File: src/rtl/stby_seq.sv
module stby_seq #(
  parameter int CYC_PER_US    = 8,
  parameter int WINDOW_US     = 250,
  parameter int LOCK_LIMIT_US = 100,
  parameter int IO_W          = 4
) (
  input  logic            clk,
  input  logic            rst_n,
  input  logic            stby_req_n,
  input  logic            pll_lock,
  input  logic [IO_W-1:0] pad_in,
  input  logic [IO_W-1:0] core_out,
  input  logic [IO_W-1:0] core_oe,
  output logic [IO_W-1:0] core_in,
  output logic [IO_W-1:0] pad_out,
  output logic [IO_W-1:0] pad_oe,
  output logic            hold_en,
  output logic            clk_pad_en,
  output logic            in_force,
  output logic            out_freeze,
  output logic            ddr_pulldown,
  output logic            cmu_reset,
  output logic            stby_status,
  output logic            lock_timeout
);
  localparam int PRE_W  = (CYC_PER_US > 1) ? $clog2(CYC_PER_US) : 1;
  localparam int US_MAX = (WINDOW_US > LOCK_LIMIT_US) ? WINDOW_US : LOCK_LIMIT_US;
  localparam int US_W   = $clog2(US_MAX + 1);

  typedef enum logic [1:0] {NORMAL, ENTERING, STANDBY, EXITING} st_t;

  st_t             st;
  logic            s1, s2, win_done, frozen;
  logic [PRE_W-1:0] pre, pre_nx;
  logic [US_W-1:0]  us, us_nx;
  logic [IO_W-1:0]  held_out, held_oe;
  logic            tick, win_end, lim_end;

  assign tick    = (pre == PRE_W'(CYC_PER_US - 1));
  assign win_end = tick && (us == US_W'(WINDOW_US - 1));
  assign lim_end = tick && (us == US_W'(LOCK_LIMIT_US - 1));
  assign pre_nx  = tick ? '0 : pre + 1'b1;
  assign us_nx   = tick ? us + 1'b1 : us;

  always_ff @(posedge clk or negedge rst_n) begin
    if (!rst_n) begin
      s1 <= 1'b1;
      s2 <= 1'b1;
      st <= NORMAL;
      pre <= '0;
      us <= '0;
      win_done <= 1'b0;
      lock_timeout <= 1'b0;
      held_out <= '0;
      held_oe <= '0;
    end else begin
      s1 <= stby_req_n;
      s2 <= s1;
      if (st == NORMAL) begin
        held_out <= core_out;
        held_oe  <= core_oe;
      end
      case (st)
        NORMAL: begin
          pre <= '0;
          us <= '0;
          win_done <= 1'b0;
          lock_timeout <= 1'b0;
          if (!s2) st <= ENTERING;
        end
        ENTERING: begin
          if (win_end) begin
            st <= STANDBY;
            pre <= '0;
            us <= '0;
          end else begin
            pre <= pre_nx;
            us <= us_nx;
          end
        end
        STANDBY: begin
          pre <= '0;
          us <= '0;
          if (s2) st <= EXITING;
        end
        EXITING: begin
          if (!win_done) begin
            if (win_end) begin
              win_done <= 1'b1;
              pre <= '0;
              us <= '0;
            end else begin
              pre <= pre_nx;
              us <= us_nx;
            end
          end else if (pll_lock) begin
            st <= NORMAL;
            lock_timeout <= 1'b0;
          end else if (!lock_timeout) begin
            if (lim_end) lock_timeout <= 1'b1;
            else begin
              pre <= pre_nx;
              us <= us_nx;
            end
          end
        end
        default: st <= NORMAL;
      endcase
    end
  end

  assign frozen       = (st != NORMAL);
  assign hold_en      = frozen;
  assign clk_pad_en   = !frozen;
  assign in_force     = frozen;
  assign out_freeze   = frozen;
  assign ddr_pulldown = frozen;
  assign stby_status  = frozen;
  assign cmu_reset    = (st == ENTERING) || (st == STANDBY);

  assign core_in = in_force ? '1 : pad_in;
  assign pad_out = out_freeze ? held_out : core_out;
  assign pad_oe  = out_freeze ? held_oe : core_oe;
endmodule

File: config.mk
export PLATFORM = sky130hd
export DESIGN_NAME = stby_seq
export DESIGN_NICKNAME = d
export VERILOG_FILES = /design/src/rtl/stby_seq.sv
export SDC_FILE = /design/constraint.sdc
export NUM_CORES = 1
export LEC_CHECK = 0
export BUFFER_PORTS_ARGS = -buffer_cell sky130_fd_sc_hd__buf_2
export CORE_ASPECT_RATIO = 0.8
export CORE_UTILIZATION = 55
export CTS_BUF_LIST = sky130_fd_sc_hd__clkbuf_4
export CTS_CLUSTER_DIAMETER = 80
export CTS_CLUSTER_SIZE = 28
export DETAILED_ROUTE_END_ITERATION = 6
export PLACE_DENSITY = 0.93
export SKIP_CTS_REPAIR_TIMING = 1
export SYNTH_ARGS = -nofsm -noshare
export SYNTH_HDL_FRONTEND = slang
export SYNTH_SLANG_ARGS = --single-unit
File: constraint.sdc
create_clock -name clk -period 3.34 [get_ports clk]
set_input_delay 0.334 -clock clk [delete_from_list [all_inputs] [get_ports clk]]
set_output_delay 0.334 -clock clk [all_outputs]
set_load 0.005 [all_outputs]
# Word-level counts from Yosys, hierarchy flattened
# Index checks and enable logic that the tools add are counted.
# W data, S select, Z words.
totals:
  regBits: 25
  in_bits: 16
  output_inout_bits: 20
  wordCells: 67
op_classes:
  n_addsub: 2
  n_eq_ne: 14
  muxes: 31
  n_reduce_logical: 11
op_table:
  columns: ["op", "count"]
  rows:
  - ["$mux W8", 6]
  - ["$pmux W8 S3", 1]
  - ["$mux W3", 6]
  - ["$mux W4", 3]
  - ["$mux W2", 5]
  - ["$ne A2 B2 Y1 const B", 5]
  - ["$ne A3 B3 Y1 const B", 3]
  - ["$pmux W3 S3", 1]
  - ["$add A8 B1 Y8 const B", 1]
  - ["$eq A8 B7 Y1 const B", 1]
  - ["$eq A8 B8 Y1 const B", 1]
  - ["$pmux W2 S4", 1]
  - ["$mux W1", 6]
  - ["$reduce_and A5 Y1", 1]
  - ["$eq A2 B2 Y1 const B", 2]
  - ["$pmux W1 S2", 2]
  - ["$reduce_bool A2 Y1", 2]
  - ["$add A3 B1 Y3 const B", 1]
  - ["$eq A3 B3 Y1 const B", 1]
  - ["$reduce_and A3 Y1", 1]
  - ["$eq A2 B1 Y1 const B", 1]
  - ["$logic_and A1 B1 Y1", 2]
  - ["$logic_not A2 Y1", 1]
  - ["$reduce_and A2 Y1", 1]
  - ["other kinds (3)", 3]

# Longest topological paths before layout
depth:
  ltp_word: 7
  depth_mapped: 7
  ltp_nobuf: 6

# Worst setup path after synthesis
# Ideal clock, no wire load.
synth_timing:
  path_type: "flip-flop to flip-flop"
  from: "reg pre[0]"
  to: "reg pre[0]"
  setup_ns: 0.128
  arrival_time_ns: 1.858
  required_time_ns: 3.212
  setup_slack_ns: 1.355
  path_stages_with_launch: 8
  n_path_buf: 1
  synth_period_minus_slack_ns: 1.985
  path_cell_list: "dfrtp_1 > ha_1 > ha_1 > buf_2 > and4_4 > a211oi_2 > nor2_1 > mux2_1"
synth_between:
  elab_chain_cells: 7
  word_cells_on_any_way: 13
  cone_classes: "add/sub: 1; eq/ne: 2; mux: 7; reduce/logical: 3"
synth_lines:
  columns: ["element", "line_no", "rtl"]
  rows:
  - ["from (decl)", "34", "logic [PRE_W-1:0] pre, pre_nx;"]
  - ["from (signal assigned)", "77", "pre <= pre_nx;"]
  - ["from (signal assigned)", "93", "pre <= pre_nx;"]
  - ["from (signal assigned)", "102", "pre <= pre_nx;"]
  - ["$add A3 B1 Y3 / $eq A3 B3 Y1 (equally long branches)", "42, 39", null]
  - ["$mux W3", "42", "assign pre_nx = tick ? '0 : pre + 1'b1;"]
  - ["$mux W3", "100", "if (lim_end) lock_timeout <= 1'b1;"]
  - ["$mux W3", "99", "end else if (!lock_timeout) begin"]
  - ["$mux W3", "96", "end else if (pll_lock) begin"]
  - ["$mux W3", "87", "if (!win_done) begin"]
  - ["$pmux W3 S3", "63", "case (st)"]
# Parallel ways exist; a longest one is shown, timed or not. The select of a mux whose other input is x is not followed.
# A chain may end at the register's enable or synchronous reset.

# Worst setup path after layout
layout_timing:
  from: "reg st[0]"
  to: "out pad_oe[3]"
layout_between:
  elab_chain_cells: 2
layout_lines:
  columns: ["element", "line_no", "rtl"]
  rows:
  - ["from (decl)", "32", "st_t st;"]
  - ["from (signal assigned)", "49", "st <= NORMAL;"]
  - ["from (signal assigned)", "69", "if (!s2) st <= ENTERING;"]
  - ["from (signal assigned)", "73", "st <= STANDBY;"]
  - ["$reduce_bool A2 Y1", "112", "assign frozen = (st != NORMAL);"]
  - ["$mux W4", "123", "assign pad_oe = out_freeze ? held_oe : core_oe;"]
  - ["to (decl)", "16", "output logic [IO_W-1:0] pad_oe,"]
# No other way between the ends.

==> results.txt <==
- Run status: complete, no violations
- 0 antenna diodes ended up in the layout.
- Data arrives at the worst endpoint at 2.02 ns.
* Critical-path cell with the highest stage delay: sky130_fd_sc_hd__ha_1
- P per Cell Area: 712.4 mW/mm2
* Area growth, synth to finish: 15.21%
- Worst clock skew: 0.01799 ns
- STA classifies the critical path endpoint as an output pin.
- Starting density of the core: 61.60%
* Weighted congestion at the end of routability-driven global placement: 0.9353
* Synthesized area: 0.001399 mm2
* Critical path startpoint category: register
- The first global-routing pass estimated 4457 um of wire.
* Class of the tightest hold or removal check: in2reg
* Horizontal die dimension: 58.39 um
- Using the TritonRoute via totals, the vias-per-cell ratio works out to 5.702.
* Clock-pin slew on the worst setup and hold paths: 0.14 ns
- Total of max-cap violations: 0
* Syn nets: 156
- Net count reported at finish: 190
- Number of warnings reported in the yosys synthesis log: 0
* Die Ht: 47.11 um
- VDD sags by at most 0.3058 mV.
- The post-route netlist has ~34% of its cells at a drive strength greater than 1.
- Worst Tran Pin Value: 0.6133 ns
* Critical path class: reg2out
- Antenna violations before repair: 0
- Clock buffers created by TritonCTS: 3
- Number of enable flip-flop cells after synthesis: 0
- No sink is reached through more buffers than the 2 on the longest clock path.
- The later pin in the worst-skew pair is clocked with a latency of roughly 0.32 ns.
- The cell family contributing the most delay on the critical path is adder cells.
- Cell row count: 15
- The final-report max-slew violation count was 0.
- During placement, the flow inserted port buffers numbering 35.
- CTS placed an instance of sky130_fd_sc_hd__clkbuf_4 at the clock tree root.
- The synthesized design contains 25 register bits.
- In the finished design, the share of the clock period the worst path needs comes to 70.33%.
* Overflow left after global routing: 0
* Antenna viol nets, final: 0
- CTS built an H-tree with a depth of 1.
- Buf/Inv on CP: 2
* Final-report setup violation count: 0
* CP Launch Point: st[0]
* Violation count after the first detailed-route iteration: 72
* Top cell type by total area after synthesis: sky130_fd_sc_hd__dfrtp_1
- Multi-input combinational cell area: 694.4 um2
- After detailed routing, the number of remaining DRC violations is 0.
- Max Clock Freq: 425.7 MHz
- Setup repair after global routing left no endpoint under its margin.
- Hold path startpoint: stby_req_n
* Biggest area contributors in the synthesized netlist: sky130_fd_sc_hd__dfrtp_1 41%, sky130_fd_sc_hd__ha_1 8.1%, sky130_fd_sc_hd__mux2_2 6.4%
* Main flop type after synthesis: sky130_fd_sc_hd__dfrtp_1
- Setup total negative slack: 0 ns
* Io pins: 36
* Clock net sink count: 25
* Worst rel slew slack: 59.11%
- Biggest cell delay along the critical path: 0.55 ns
* TritonCTS clock tree: done
- On the final layout, the worst hold slack is 0.09024 ns.
- Worst-case setup slack after placement: 1.180 ns
* Area used by sequential logic in the layout: 628.1 um2
* Maximum number of pins on one net before global-route repair: 26
- The number of failing hold endpoints at the final stage came to 0.
* CP Cell Sequence: inv_1 -> ha_1 -> mux2_2 -> buf_2
* Number of global-route vias before repair: 1027
- Synthesis handed over a netlist of between 100 and 150 instances.
* Core Area: 0.002271 mm2
* Count of TritonRoute iterations in the first routing pass: 4
* Share of the synthesized area in the top cell type: 41.14%
- Global router's overall resource usage: approximately 22%
- CP Max Fanout: 16
- Data on the critical path is required at its endpoint by ~3 ns.
- Total die area: 0.002750 mm2
- Shortest clock period the worst path allows after layout: 2.349 ns
- Post-synthesis sequential area ratio: between 40 and 50%
* Average size of a mapped cell: between 10 and 15 um2
- Total via count in the routed design: roughly 1100
- Leak pwr: around 0.79 nW
* Synth cell types: 36
- Across all setup checks in the final design, the least slack found is a little under 1 ns.
- Share of async-settable or async-resettable flops after synthesis: 100.0%
- Wires add up to around 2900 um.
* Fillers: roughly 160
- Launching point of the worst reg2reg path: pre[0]
- Detailed-placement wirelength estimate: between 2000 and 2500 um
- In the final routed layout, each cell accounts on average for 14.64 um.
==> kinds of logic (layout without fill, tap and decap cells) <==
| family | Yosys count | in the layout | synth area share [%] |
|---|---|---|---|
| buf+inv | 16 | 49 | 5.456 |
| simple gates | 43 | 43 | 17.53 |
| flops | 25 | 25 | 44.90 |
| fa+ha+maj | 9 | 9 | 8.050 |
| compound gates | 28 | 28 | 16.10 |
| mux | 10 | 10 | 7.961 |
==> placed cells by master (no fill, tap or decap), types with 2 or more instances in the layout <==
cell type and count:
sky130_fd_sc_hd__ha_1 9, sky130_fd_sc_hd__clkbuf_4 3, sky130_fd_sc_hd__nand3_1 2, sky130_fd_sc_hd__a22o_1 6, sky130_fd_sc_hd__o22ai_1 7, sky130_fd_sc_hd__buf_2 35, sky130_fd_sc_hd__a21oi_1 3, sky130_fd_sc_hd__o31ai_1 3
sky130_fd_sc_hd__nand4_1 2, sky130_fd_sc_hd__nor3_1 5, sky130_fd_sc_hd__nand2_1 8, sky130_fd_sc_hd__dfstp_2 2, sky130_fd_sc_hd__inv_1 9, sky130_fd_sc_hd__nor2b_1 5, sky130_fd_sc_hd__dfrtp_1 23, sky130_fd_sc_hd__and2_1 2
sky130_fd_sc_hd__and3_1 2, sky130_fd_sc_hd__mux2_2 8, sky130_fd_sc_hd__nand2b_1 5, sky130_fd_sc_hd__nor2_1 7, sky130_fd_sc_hd__o21ai_0 2
==> Yosys cell counts, types with 2 or more instances <==
library cell               instances
sky130_fd_sc_hd__a21oi_1           3
sky130_fd_sc_hd__a22o_1            6
sky130_fd_sc_hd__and2_1            2
sky130_fd_sc_hd__and3_1            2
sky130_fd_sc_hd__buf_4             4
sky130_fd_sc_hd__clkbuf_1          2
sky130_fd_sc_hd__dfrtp_1          23
sky130_fd_sc_hd__dfstp_2           2
sky130_fd_sc_hd__ha_1              9
sky130_fd_sc_hd__inv_1             9
sky130_fd_sc_hd__mux2_2            8
sky130_fd_sc_hd__nand2_1           8
sky130_fd_sc_hd__nand2b_1          5
sky130_fd_sc_hd__nand3_1           2
sky130_fd_sc_hd__nand4_1           2
sky130_fd_sc_hd__nor2_1            7
sky130_fd_sc_hd__nor2b_1           5
sky130_fd_sc_hd__nor3_1            5
sky130_fd_sc_hd__o21ai_0           2
sky130_fd_sc_hd__o22ai_1           7
sky130_fd_sc_hd__o31ai_1           3
==> power by group <==
group | switching (mW) | total, mW | internal, mW
Combinational | 0.327 | 0.601 | 0.274
Clock | 0.0866 | 0.131 | 0.0448
Sequential | 0.0365 | 0.416 | 0.380
Total | 0.450 | 1.15 | 0.698
==> per-stage QoR <==
step / total power [mW] / area [um2] / instances / util [%]
floorplan: 0.8379 / 1399 / 131 / -
global placement: 0.9868 / 1574 / 193 / 69.31
detailed placement: 1.020 / 1574 / 193 / 69.31
CTS: 1.153 / 1602 / 197 / 70.52
global route: 1.240 / 1612 / 198 / 70.96
finish: 1.148 / 1612 / 198 / 70.96
==> final cells by class <==
type	count	share of cell area (%)
clock buffer	3	1.398
timing repair buffer	36	11.49
multi-input combinational	90	43.09
tap	34	2.640
sequential	25	38.98
inverter	9	2.096
clock inverter	1	0.3106
==> registers in the layout, indices dropped and copies added, names as in the netlist <==
register      count
win_done          1
pre               3
s1                1
s2                1
held_oe           4
lock_timeout      1
held_out          4
us                8
st                2
==> metal layers <==
metal	wire, um	GRT usage, %	share of wire (%)	vias up
li1	-	-	-	535
met1	1330	29.69	46	555
met2	1410	34.25	49	37
met3	142	6.336	4.9	2
met4	15	10.48	0.52	0
met5	0	0	0	-
==> worst paths after layout <==
check,endpoint,slack (ns),cells past startpoint
worst max-delay path,pad_oe[3],0.99,4
worst min-delay path,s1,0.09,1
worst max register to register,pre[0],1.16,6
worst min register to register,s2,0.37,0
max in group asynchronous,us[4],2.46,2
min in group asynchronous,us[1],0.51,2
No activity file was read; power rests on OpenSTA's default activity.
